<file path="config.mk">
export PLATFORM = sky130hd
export DESIGN_NAME = curlim_ctrl
export DESIGN_NICKNAME = d
export VERILOG_FILES = /design/src/rtl/curlim_pkg.sv /design/src/rtl/curlim_hit_filter.sv /design/src/rtl/curlim_window_timer.sv /design/src/rtl/curlim_overload_mon.sv /design/src/rtl/curlim_ctrl.sv
export SDC_FILE = /design/constraint.sdc
export NUM_CORES = 1
export LEC_CHECK = 0
export BUFFER_PORTS_ARGS = -buffer_cell sky130_fd_sc_hd__buf_2
export CAP_MARGIN = 20
export CORE_MARGIN = 2
export CORE_UTILIZATION = 46
export CTS_BUF_LIST = sky130_fd_sc_hd__clkbuf_4
export CTS_CLUSTER_SIZE = 28
export DETAILED_ROUTE_END_ITERATION = 8
export HOLD_SLACK_MARGIN = 0.06
export PLACE_DENSITY_LB_ADDON = 0.12
export SETUP_SLACK_MARGIN = 0.15
export SLEW_MARGIN = 10
export SYNTH_ARGS = -nofsm -noshare
export SYNTH_HDL_FRONTEND = slang
export SYNTH_SLANG_ARGS = --single-unit
</file>
<file path="constraint.sdc">
create_clock -name clk -period 2.35 [get_ports clk]
set_input_delay 0.235 -clock clk [delete_from_list [all_inputs] [get_ports clk]]
set_output_delay 0.235 -clock clk [all_outputs]
set_load 0.01 [all_outputs]
</file>
<file path="src/rtl/curlim_pkg.sv">
package curlim_pkg;
  typedef enum logic [1:0] {
    ST_READY  = 2'd0,
    ST_RAISED = 2'd1,
    ST_HOLD   = 2'd2
  } lim_state_t;
endpackage

</file>
<file path="src/rtl/curlim_hit_filter.sv">
module curlim_hit_filter #(
  parameter int FILT_LEN = 2
) (
  input  logic clk,
  input  logic rst,
  input  logic hit_i,
  output logic qual_o
);
  localparam int RW = (FILT_LEN > 1) ? $clog2(FILT_LEN) : 1;
  localparam logic [RW-1:0] RUN_TOP = RW'(FILT_LEN - 1);

  logic [RW-1:0] run_q;

  always_ff @(posedge clk) begin
    if (rst) begin
      run_q  <= '0;
      qual_o <= 1'b0;
    end else begin
      if (!hit_i)
        run_q <= '0;
      else if (run_q != RUN_TOP)
        run_q <= run_q + 1'b1;
      qual_o <= hit_i && (run_q == RUN_TOP);
    end
  end

  // a qualified hit always follows a sampled high input
  assert_qual_needs_hit_R2: assert property (@(posedge clk) disable iff (rst)
    qual_o |-> $past(hit_i));
endmodule

</file>
<file path="src/rtl/curlim_window_timer.sv">
module curlim_window_timer #(
  parameter int WIN_TICKS = 1500
) (
  input  logic clk,
  input  logic rst,
  input  logic clr_i,
  input  logic tick_i,
  output logic done_o
);
  localparam int CW = (WIN_TICKS > 1) ? $clog2(WIN_TICKS) : 1;
  localparam logic [CW-1:0] CNT_TOP = CW'(WIN_TICKS - 1);

  logic [CW-1:0] cnt_q;

  assign done_o = tick_i && !clr_i && (cnt_q == CNT_TOP);

  always_ff @(posedge clk) begin
    if (rst || clr_i)
      cnt_q <= '0;
    else if (tick_i)
      cnt_q <= done_o ? '0 : cnt_q + 1'b1;
  end

  // the window count never passes its last value
  assert_no_overflow_R4: assert property (@(posedge clk) disable iff (rst)
    cnt_q <= CNT_TOP);
endmodule

</file>
<file path="src/rtl/curlim_overload_mon.sv">
module curlim_overload_mon #(
  parameter int CLR_TICKS = 3000
) (
  input  logic clk,
  input  logic rst,
  input  logic set_i,
  input  logic qual_i,
  input  logic tick_i,
  output logic ovl_o
);
  localparam int QW = (CLR_TICKS > 1) ? $clog2(CLR_TICKS) : 1;
  localparam logic [QW-1:0] QUIET_TOP = QW'(CLR_TICKS - 1);

  logic [QW-1:0] quiet_q;

  always_ff @(posedge clk) begin
    if (rst) begin
      ovl_o   <= 1'b0;
      quiet_q <= '0;
    end else if (set_i) begin
      ovl_o   <= 1'b1;
      quiet_q <= '0;
    end else if (!ovl_o || qual_i) begin
      quiet_q <= '0;
    end else if (tick_i) begin
      if (quiet_q == QUIET_TOP) begin
        ovl_o   <= 1'b0;
        quiet_q <= '0;
      end else begin
        quiet_q <= quiet_q + 1'b1;
      end
    end
  end

  // the flag drops only on a quiet tick
  assert_clear_on_quiet_tick_R8: assert property (@(posedge clk) disable iff (rst)
    $fell(ovl_o) |-> ($past(tick_i) && !$past(qual_i)));
endmodule

</file>
<file path="src/rtl/curlim_ctrl.sv">
module curlim_ctrl #(
  parameter int FILT_LEN  = 2,
  parameter int WIN_TICKS = 1500
) (
  input  logic clk,
  input  logic rst,
  input  logic tick_i,
  input  logic hit_i,
  output logic thr_sel_o,
  output logic overload_o
);
  import curlim_pkg::*;

  localparam int CLR_TICKS = 2 * WIN_TICKS;

  lim_state_t state_q, state_d;
  logic       qual;
  logic       win_done;
  logic       ovl_set;

  curlim_hit_filter #(.FILT_LEN(FILT_LEN)) u_filt (
    .clk(clk), .rst(rst), .hit_i(hit_i), .qual_o(qual)
  );

  curlim_window_timer #(.WIN_TICKS(WIN_TICKS)) u_win (
    .clk(clk), .rst(rst), .clr_i(state_q == ST_READY),
    .tick_i(tick_i), .done_o(win_done)
  );

  always_comb begin
    state_d = state_q;
    ovl_set = 1'b0;
    unique case (state_q)
      ST_READY:  if (qual) state_d = ST_RAISED;
      ST_RAISED: if (win_done) state_d = ST_HOLD;
      ST_HOLD: begin
        if (win_done) begin
          state_d = qual ? ST_RAISED : ST_READY;
          ovl_set = qual;
        end
      end
      default:   state_d = ST_READY;
    endcase
  end

  always_ff @(posedge clk) begin
    if (rst) begin
      state_q   <= ST_READY;
      thr_sel_o <= 1'b0;
    end else begin
      state_q   <= state_d;
      thr_sel_o <= (state_d == ST_RAISED);
    end
  end

  curlim_overload_mon #(.CLR_TICKS(CLR_TICKS)) u_ovl (
    .clk(clk), .rst(rst), .set_i(ovl_set), .qual_i(qual),
    .tick_i(tick_i), .ovl_o(overload_o)
  );

  // a raise is always caused by a qualified hit
  assert_raise_needs_qual_R3: assert property (@(posedge clk) disable iff (rst)
    $rose(thr_sel_o) |-> $past(qual));
  // the raised window ends only on the closing tick
  assert_drop_on_window_end_R4: assert property (@(posedge clk) disable iff (rst)
    $fell(thr_sel_o) |-> $past(win_done));
  // no raise while the hold window runs
  assert_no_raise_in_hold_R5: assert property (@(posedge clk) disable iff (rst)
    (state_q == ST_HOLD && !win_done) |=> !thr_sel_o);
  // overload appears together with a raise
  assert_overload_with_raise_R7: assert property (@(posedge clk) disable iff (rst)
    $rose(overload_o) |-> thr_sel_o);
endmodule

</file>
* After elaboration in Yosys (flattened, before gate mapping)
Cells that the tools add are included.
W data, S select, Z words.
** Word-level totals
- Register bits after elaboration :: 29
- Memories :: 0
- Bits in latches :: 0
- Output and inout port bits :: 2
- Memory bits (read-only) :: 0
- Memory bits (writable) :: 0
- Input bits :: 4
- Word-level logic and storage cells :: 44
** Operators by class
- Multiplexer cells :: 14
- Bitwise logic cells :: 1
- Divide/modulo/power cells :: 0
- Add/sub/neg operators :: 3
- Reductions and logical operators :: 13
- Order comparisons :: 0
- Shift operators :: 0
- Equality and inequality tests :: 6
- Multipliers :: 0
** Operator list (count)
- $add A12 B1 Y12 const B :: 1
- $eq A12 B12 Y1 const B :: 1
- $mux W12 :: 1
- $add A11 B1 Y11 const B :: 1
- $eq A11 B11 Y1 const B :: 1
- $mux W11 :: 1
- $mux W1 :: 8
- $mux W2 :: 3
- $pmux W2 S3 :: 1
- $eq A2 B1 Y1 const B :: 2
- $reduce_bool A2 Y1 :: 2
- $logic_and A1 B1 Y1 :: 3
- $reduce_and A3 Y1 :: 1
- $reduce_or A3 Y1 :: 1
- $eq A2 B2 Y1 const B :: 1
- $logic_not A1 Y1 :: 2
- $logic_not A2 Y1 :: 1
- $logic_or A1 B1 Y1 :: 2
- $ne A2 B2 Y1 const B :: 1
- $reduce_or A2 Y1 :: 1
- $add A1 B1 Y1 const B :: 1
- $not A1 Y1 :: 1

* Depth between registers and ports, before layout
Gate-level depths: netlist of run 1.
- Depth in word-level cells :: 8
- Depth in mapped cells :: 7
- Mapped depth without buffers :: 5

* By module
A second synthesis of run 1 with hierarchy kept.
** Unflattened totals
- Cells, all modules :: 136
- Area total of the unflattened synthesis :: 1297.5 um^2
** Modules (own cells, without submodules)
- curlim_overload_mon :: cells each 66, instances 1, sequential area each 260.2 um^2, area each 601.8 um^2
- curlim_window_timer :: cells each 54, instances 1, sequential area each 220.2 um^2, area each 516.7 um^2
- curlim_ctrl :: cells each 12, instances 1, sequential area each 60.1 um^2, area each 123.9 um^2
- curlim_hit_filter :: cells each 4, instances 1, sequential area each 40.0 um^2, area each 55.1 um^2

* Worst setup path before layout of run 1
Ideal clock, no wire load.
- Kind :: register to register
- Start :: reg u_win.cnt_q[2]
- End :: reg state_q[1]
- Library setup time :: 0.066 ns
- Required time :: 2.284 ns
- Arrival time :: 1.839 ns
- Setup slack :: 0.445 ns
- Clock period less this slack :: 1.905 ns
- Stages on the path, launching flop included :: 6
- Path buffers :: 1
- Cell sequence :: dfxtp_1 or4b_1 or4_1 clkbuf_2 or3b_1 a21oi_2
** On the way
- Word-level cells in the longest chain between the ends :: 4
- Elaborated cells on any way between the ends :: 5
- Classes of those cells :: 1 x eq/ne; 3 x mux; 1 x reduce/logical
** RTL lines
- from (decl) :: RTL line curlim_window_timer.sv:13 : logic [CW-1:0] cnt_q;
- from (signal assigned) :: RTL line curlim_window_timer.sv:21 : cnt_q <= done_o ? '0 : cnt_q + 1'b1;
- $eq A11 B11 Y1 * :: RTL line curlim_window_timer.sv:15 : assign done_o = tick_i && !clr_i && (cnt_q == CNT_TOP);
- $logic_and A1 B1 Y1 * :: RTL line curlim_window_timer.sv:15
- $mux W2 (on tied branches) :: RTL line curlim_ctrl.sv:37, curlim_ctrl.sv:35
- $pmux W2 S3 * :: RTL line curlim_ctrl.sv:33 : unique case (state_q)
- to (signal assigned) :: RTL line curlim_ctrl.sv:51 : state_q <= state_d;
- to (decl) :: RTL line curlim_ctrl.sv:16 : lim_state_t state_q, state_d;
Mark *: on every way between the ends. The rest lies on a longest branch, timed or not.
A chain may end at the register's enable or synchronous reset.

* Worst setup path after layout of run 1
- Start :: reg u_win.cnt_q[2]
- End :: reg u_win.cnt_q[1]
** On the way
- Word-level cells in the longest chain between the ends :: 3
** RTL lines (RTL line)
- $eq A11 B11 Y1 :: curlim_window_timer.sv:15
- $logic_and A1 B1 Y1 :: curlim_window_timer.sv:15
- $mux W11 :: curlim_window_timer.sv:21
No other way between the ends.

==> impl_metrics.ini, run 1 <==
[setup_path]
rrSetupSlack_ns = 0.34
arrival_ns = 2.22
crit_required_ns = 2.56
cp-start-kind = flip-flop
critPathCaptureType = flip-flop
crit_fanout = 11
critPathKind = reg -> reg

[routing]
routed_wl_um = 2130
first_pass_iters = 4
drcViolationCount = 0
wire_per_inst_um = 12.3
vias_per_cell = 5.25
drtAntennaViolNets = 0
dr_total_vias = 909
drt_iter0_markers = 40

[clocking]
h-tree-depth = 2
cts_setup_buffers = 0
cts-resized-gates = 0
clk_pin_slew_ns = 0.10
cts_tree = done
cts_buffers = 5
root_buffer = clkbuf_4
holdBufCountCts = 0
cts.sinks = 29
clk_path_buf_depth = 2
clk_latency_ns = 0.33

[placement]
place_area_um2 = 1260
place_hpwl_um = 1420
gp_congestion = 0.789
io_buffers = 5
pre_cts_slack_ns = 0.354

[timing]
tightest_slew_ns = 0.491
setup_ws_ns = 0.341
fin_setup_tns_ns = 0
rsz0062_at_grt = no
finalSetupViolCount = 0
hold_ws_ns = 0.135
slew_viol_final = 0
finalCritPeriodShare_pct = 85.5
hold_viol = 0
fmax_mhz = 498
min_period_ns = 2.01
fin_worst_skew_ns = 0.0127
slew_headroom_pct = 67.2

[logic_synthesis]
yosysUniqueCellTypes = 30
ys_ff_latch = 29
syn-num-nets = 140
synth_top_area_share_pct = 47.8
synth_fa_ha_area_share_pct = 2.06
ys_warn_count = 0
synth_area_um2 = 1210
synthMuxAreaShare_pct = 0.825
synthCells = 134
synth_top_family_by_area = simple AND/OR/NAND/NOR gates
yosys-top-cells-area = dfxtp_1 48%, xor2_1 8.7%, nor2_1 8.4%, xnor2_1 6.5%, nand4_1 4.1%
syn_area_per_cell_um2 = 9.06
synth_area_leader_cell = dfxtp_1
synth_simple_gate_area_share_pct = 28.1
synth_xor_area_share_pct = 15.2
async_reset_ff_share_pct = 0
synth_edf_count = 0
yosysSeqAreaShare_pct = 47.8
synth-compound-area-share_pct = 3.92
yosys_most_used_dff = dfxtp_1

[final_layout]
area_growth_pct = 8.56
nNetsFinal = 148
antennaDiodeCount = 0
drive_gt1_share_pct = 10.5
fin_util_pct = 52.7
design_area_um2 = 1320
fill_cells = 245

[floorplanning]
die_area_um2 = 3070
core-area_um2 = 2500
fp.dieW_um = 55.4
rows = 18
initial_core_util_pct = 48.5
die_h_um = 55.4
ios = 6

[power]
cellLeakagePower_nw = 0.435
powerDensity_nw_per_um2 = 614
ir_worst_vdd_mv = 0.424

[grt]
grtUsageTotal_pct = 15.8
overflow = 0
antenna_found_initial = 0
grt_max_degree = 13
grt_pass1_wl_um = 3840
grt_pass1_vias = 873

[job]
max_cap_violations = 0

[worst_hold_path]
min_path_type = in -> reg

[outcome]
status = completed
==> layer usage <==
layer  GRT usage, %  part of all wire [%]  routed length [um]
met5              0                     0                   0
met4           7.32                   2.1                  45
met3           7.49                   4.6                  98
met2           22.8                    43                 913
met1           19.9                    50                1070
==> logic make-up (layout without fill, tap and decap cells) <==
kind of cell / after synthesis / count (layout)
DFF: 29 / 29
buffers and inverters: 6 / 15
and+or+nand+nor: 68 / 68
muxes: 1 / 1
AOI/OAI and AO/OA: 7 / 7
adders and majority gates: 2 / 2
xor gates and xnor gates: 21 / 21
==> state kept, by name, summed over array words and instances, names as in the netlist <==
register and count:
u_filt.run_q 1, thr_sel_o 1, u_filt.qual_o 1, state_q 2
u_ovl.ovl_o 1, u_ovl.quiet_q 12, u_win.cnt_q 11
==> per-stage QoR <==
stage               std cells  power (mW)
finish                    173       0.809
global route              173       0.848
CTS                       173       0.820
detailed placement        165       0.523
global placement          165       0.523
floorplan                 134       0.516
==> cell usage in the layout, fill, tap and decap left out <==
| master | instances |
|---|---|
| clkbuf_4 | 6 |
| nor4_1 | 1 |
| xnor2_1 | 9 |
| nor2_1 | 27 |
| o31ai_1 | 1 |
| ha_1 | 2 |
| o22ai_1 | 1 |
| nand2_1 | 10 |
| inv_1 | 1 |
| buf_4 | 1 |
| clkinv_2 | 2 |
| nor4b_1 | 1 |
| a211oi_1 | 2 |
| and2_1 | 1 |
| mux2i_1 | 1 |
| and3_1 | 3 |
| or3b_1 | 1 |
| dfxtp_1 | 29 |
| a21oi_2 | 1 |
| nor2b_1 | 3 |
| or4b_1 | 1 |
| nand4_1 | 8 |
| o21ai_0 | 1 |
| nand3b_1 | 2 |
| a21oi_1 | 1 |
| nand3_1 | 5 |
| or4_1 | 1 |
| buf_2 | 5 |
| nor3_1 | 2 |
| xor2_1 | 12 |
| and4_1 | 2 |
==> final timing paths <==
| kind | cells after the start | end | from |
|---|---|---|---|
| setup / recovery | 4 | u_win.cnt_q[1]$_SDFFE_PP0P_ | u_win.cnt_q[2]$_SDFFE_PP0P_ |
| hold / removal | 2 | state_q[1]$_SDFF_PP0_ | rst |
| setup reg to reg | 4 | u_win.cnt_q[1]$_SDFFE_PP0P_ | u_win.cnt_q[2]$_SDFFE_PP0P_ |
| hold reg to reg | 1 | u_filt.qual_o$_SDFF_PP0_ | u_filt.run_q$_SDFF_PP0_ |
==> synth_stat cells, drive strengths merged (2+ instances only) <==
| master | count |
|---|---|
| a211oi | 2 |
| a21oi | 2 |
| and3 | 3 |
| and4 | 2 |
| clkbuf | 4 |
| dfxtp | 29 |
| ha | 2 |
| nand2 | 10 |
| nand3 | 5 |
| nand3b | 2 |
| nand4 | 8 |
| nor2 | 27 |
| nor2b | 3 |
| nor3 | 2 |
| xnor2 | 9 |
| xor2 | 12 |
==> power by group <==
group	internal, mW	total [mW]	leakage [nW]	switching [mW]
registers	0.494	0.495	0.234	0.00138
logic	0.00736	0.0162	0.166	0.00884
clock network	0.125	0.298	0.0354	0.173
==> final cells by class <==
cell class	instances	area (um2)	share of cell area, %
clock inverter	2	10.0	0.760
inverter	1	3.75	0.285
multi-input combinational	99	608	46.2
sequential	29	581	44.1
timing repair buffer	6	32.5	2.47
clock buffer	6	45.0	3.42
tap	30	37.5	2.85
==> critical path, stage by stage, from the launching register on <==
cell and delay (ns):
dfxtp_1 0.36, or4b_1 0.51, or4_1 0.53, nand2_1 0.36, o22ai_1 0.14
Power figures use the tool's default switching activity.
==> run 2, diff against run 1 <==
CORE_MARGIN = 5   (was 2)
==> run 2 against run 1 <==
Net effect: sequential share of layout area did not move; clock skew down 0.0043 ns; setup slack got worse by 0.011 ns; via count fell by 1.5%; critical endpoint unchanged; critical path depth stayed put; design area unchanged; clock-buffer cell count stayed put; fmax is 0.56% lower; critical path type unchanged; die area up 23%.
==> impl_metrics.ini, run 2 (same netlist as run 1, synthesis figures left out) <==
[outcome]
status = completed

[setup_path]
critPathKind = reg -> reg
path_cells = or4b_1 > or4_1 > nand2_1 > o22ai_1
crit_slowest_cell = or4_1
reg2reg_depth = 4
rrSetupSlack_ns = 0.33
critPathCaptureType = flip-flop
slowest_delay_ns = 0.54
worstSetupStartpoint = u_win.cnt_q[2]$_SDFFE_PP0P_
r2r-start = u_win.cnt_q[2]$_SDFFE_PP0P_
cp-start-kind = flip-flop
crit_fanout = 11
arrival_ns = 2.23
critical_path.top_delay_family = simple AND/OR/NAND/NOR gates
crit_required_ns = 2.56
worst-path-buf-inv = 0
r2r-end = u_win.cnt_q[1]$_SDFFE_PP0P_

[clocking]
cts_buffers = 5
cts-resized-gates = 0
cts_tree = done
holdBufCountCts = 0
cts_setup_buffers = 0
clk_path_buf_depth = 2
clk_pin_slew_ns = 0.09
clk_latency_ns = 0.33
h-tree-depth = 2
root_buffer = clkbuf_4
cts.sinks = 29

[grt]
grt_pass1_vias = 833
use_met1_pct = 16.6
grt_max_degree = 13
antenna_found_initial = 0
grtUsageTotal_pct = 13.6
met3_usage_pct = 5.03
grt_use_met2_pct = 19.8
overflow = 0
grt_pass1_wl_um = 3640
gr-max-usage-layer = met2

[timing]
fin_worst_skew_ns = 0.00839
tightest_slew_ns = 0.485
slew_viol_final = 0
hold_viol = 0
fmax_mhz = 495
rsz0062_at_grt = no
fin_setup_tns_ns = 0
finalCritPeriodShare_pct = 86.0
setup_ws_ns = 0.329
hold_ws_ns = 0.145
slew_headroom_pct = 67.5
min_period_ns = 2.02
finalSetupViolCount = 0

[placement]
gp_congestion = 0.784
pre_cts_slack_ns = 0.354
place_area_um2 = 1260
io_buffers = 5
place_inst = 165
place_hpwl_um = 1440

[power]
finalPower_mw = 0.809
cellLeakagePower_nw = 0.435
powerDensity_nw_per_um2 = 614
ir_worst_vdd_mv = 0.400

[final_layout]
layout_commonest_cell = dfxtp_1
final_cell_mix = 29 x dfxtp_1, 27 x nor2_1, 12 x xor2_1
fin_util_pct = 52.7
stdcell_count = 173
area_growth_pct = 8.56
drive_gt1_share_pct = 10.5
reg.largest.list = u_ovl.quiet_q (12), u_win.cnt_q (11), state_q (2)
top_register = u_ovl.quiet_q
regArea_um2 = 581
largest_reg_flops = 12
multiInputGateArea_um2 = 608
fill_cells = 242
nNetsFinal = 148
antennaDiodeCount = 0
design_area_um2 = 1320

[routing]
vias_per_cell = 5.17
dr_total_vias = 895
drcViolationCount = 0
wire_per_inst_um = 11.7
drt_iter0_markers = 28
routed_wl_um = 2030
first_pass_iters = 4
drtAntennaViolNets = 0

[worst_hold_path]
worstHoldStart = rst
min_path_type = in -> reg
holdPathStages = 2
whs_endpoint = state_q[1]$_SDFF_PP0_

[floorplanning]
rows = 18
core-area_um2 = 2500
ios = 6
die_area_um2 = 3770
fp.dieW_um = 61.4
die_h_um = 61.4
initial_core_util_pct = 48.5

[job]
max_cap_violations = 0
[run 2: worst max path at each step]
stage | endpoint | slack (ns) | cells past startpoint
floorplan | state_q[1]$_SDFF_PP0_ | 0.44 | 5
global placement | u_win.cnt_q[1]$_SDFFE_PP0P_ | 0.38 | 5
detailed placement | u_win.cnt_q[1]$_SDFFE_PP0P_ | 0.35 | 4
CTS | state_q[1]$_SDFF_PP0_ | 0.34 | 4
global route | u_win.cnt_q[1]$_SDFFE_PP0P_ | 0.22 | 4
finish | u_win.cnt_q[1]$_SDFFE_PP0P_ | 0.33 | 4
[run 2: metal layers]
layer  vias up  wire length, um
li1        471                -
met1       408             1030
met2        11              846
met3         5               98
met4         0               54
met5         -                0
[run 2: report_power, final]
part	leakage [nW]	switching, mW	internal [mW]
Sequential	0.234	0.00131	0.494
Clock	0.0354	0.172	0.125
Combinational	0.166	0.00890	0.00735
[run 2: worst register-to-register path: stages (launching register included)]
cell and delay (ns):
dfxtp_1 0.36, or4b_1 0.51, or4_1 0.54, nand2_1 0.35
o22ai_1 0.14
[run 2: cell type report]
cell class	count	area share, %
well taps	30	2.85
repair buffers	6	2.47
inverters	1	0.285
multi-input cells	99	46.2
clock inverters	2	0.760
clock buffers	6	3.42
flip-flops and latches	29	44.1
==> run 3, diff against run 2 <==
==> constraint.sdc (replaced) <==
create_clock -name clk -period 2.35 [get_ports clk]
set_input_delay 0 -clock clk [delete_from_list [all_inputs] [get_ports clk]]
set_output_delay 0 -clock clk [all_outputs]
set_load 0.01 [all_outputs]
==> run 3 against run 2 <==
Net effect: core utilization increased by 1.1 points; via count grew 0.22%; first-iteration DRC count down 18%; worst hold slack improved by 0.29 ns; critical path depth stayed put; largest cell class unchanged; highest routed layer unchanged.
==> impl_metrics.ini, run 3 (same netlist as run 1, synthesis figures left out) <==
[final_layout]
final_cell_mix = 29 x dfxtp_1, 27 x nor2_1, 12 x xor2_1
stdcell_count = 175
design_area_um2 = 1350
drive_gt1_share_pct = 9.66
regArea_um2 = 581
reg.largest.list = u_ovl.quiet_q (12), u_win.cnt_q (11), state_q (2)
antennaDiodeCount = 0
multiInputGateArea_um2 = 608
fill_cells = 239
area_growth_pct = 10.8
largest_reg_flops = 12
fin_util_pct = 53.8
nNetsFinal = 150
top_register = u_ovl.quiet_q
layout_commonest_cell = dfxtp_1

[outcome]
status = completed

[clocking]
clk_path_buf_depth = 2
root_buffer = clkbuf_4
clk_latency_ns = 0.32
h-tree-depth = 2
cts_buffers = 5
cts_tree = done
cts.sinks = 29
clk_pin_slew_ns = 0.08

[timing]
rsz0062_at_grt = no
slew_headroom_pct = 68.7
fin_setup_tns_ns = 0
min_period_ns = 2.01
hold_viol = 0
fmax_mhz = 496
finalCritPeriodShare_pct = 85.7
tightest_slew_ns = 0.469
slew_viol_final = 0
fin_worst_skew_ns = 0.00676
hold_ws_ns = 0.434
finalSetupViolCount = 0

[grt]
grt_max_degree = 13
grt_pass1_vias = 824
grt_pass1_wl_um = 3420
grtUsageTotal_pct = 12.8
overflow = 0
antenna_found_initial = 0

[power]
cellLeakagePower_nw = 0.445
p_seq_share_pct = 59.9
p_int_mw = 0.657
combPwrFrac_pct = 2.3
powerDensity_nw_per_um2 = 614
pwr-share-clk_pct = 37.8
p_sw_share_pct = 20.5
p_switching_mw = 0.169
ir_worst_vdd_mv = 0.409

[placement]
gp_congestion = 0.774
place_hpwl_um = 1370
place_inst = 164
place_area_um2 = 1250
io_buffers = 5

[routing]
dr_total_vias = 897
first_pass_iters = 4
routed_wl_um = 1990
drtAntennaViolNets = 0
drt_iter0_markers = 23
drcViolationCount = 0
vias_per_cell = 5.13
wire_per_inst_um = 11.4

[floorplanning]
die_h_um = 61.4
initial_core_util_pct = 48.5
rows = 18
die_area_um2 = 3770
ios = 6
fp.dieW_um = 61.4
core-area_um2 = 2500

[setup_path]
crit_fanout = 7
crit_required_ns = 2.61
arrival_ns = 2.28
critPathKind = reg -> reg
critPathCaptureType = flip-flop
cp-start-kind = flip-flop

[job]
max_cap_violations = 0

[worst_hold_path]
min_path_type = reg -> reg
## run 3: final cells by class
class / instances / share of cell area, %
Clock buffer: 8 / 4.47
Timing Repair Buffer: 8 / 4.09
Inverter: 1 / 0.279
Sequential cell: 29 / 43.2
Tap cell: 30 / 2.79
Multi-Input combinational cell: 99 / 45.2
## run 3: metrics by stage
stage               setup slack (ns)  power, mW
floorplan                      0.445      0.516
global placement               0.390      0.521
detailed placement             0.345      0.522
CTS                            0.322      0.842
global route                   0.200      0.867
finish                         0.335      0.826
## run 3: layer usage
metal | global-route usage [%] | vias up | wire length, um
met3 | 5.03 | 6 | 115
met1 | 14.8 | 402 | 1000
met5 | 0 | - | 0
li1 | - | 478 | -
met2 | 19.2 | 11 | 831
met4 | 9.09 | 0 | 44
## run 3: timing repair
action                                 in CTS  in global routing
endpoints found under the hold margin       7                  0
buffers inserted                            0                  0
resized for setup                           0                  0
hold buffers                                3                  0
## run 3: power by group through the flow
stage	registers, mW	logic (mW)	clock network, mW
after floorplan	0.507	0.00918	0
after global placement	0.507	0.0148	0
after detailed placement	0.506	0.0150	0
after CTS	0.495	0.0189	0.328
after global routing	0.495	0.0208	0.351
final	0.495	0.0187	0.312
## run 3: final timing paths
path | slack (ns) | startpoint | end | depth (start not counted)
max | 0.34 | u_win.cnt_q[2]$_SDFFE_PP0P_ | state_q[1]$_SDFF_PP0_ | 4
min | 0.43 | u_filt.run_q$_SDFF_PP0_ | u_filt.qual_o$_SDFF_PP0_ | 1
max reg2reg | 0.34 | u_win.cnt_q[2]$_SDFFE_PP0P_ | state_q[1]$_SDFF_PP0_ | 4
min reg2reg | 0.43 | u_filt.run_q$_SDFF_PP0_ | u_filt.qual_o$_SDFF_PP0_ | 1
## run 3: worst max-delay path, cell delays in order, from the launching register on
cell and delay (ns):
dfxtp_1 0.35, or4b_1 0.50, or4_1 0.54, or3b_1 0.42, a21oi_2 0.15
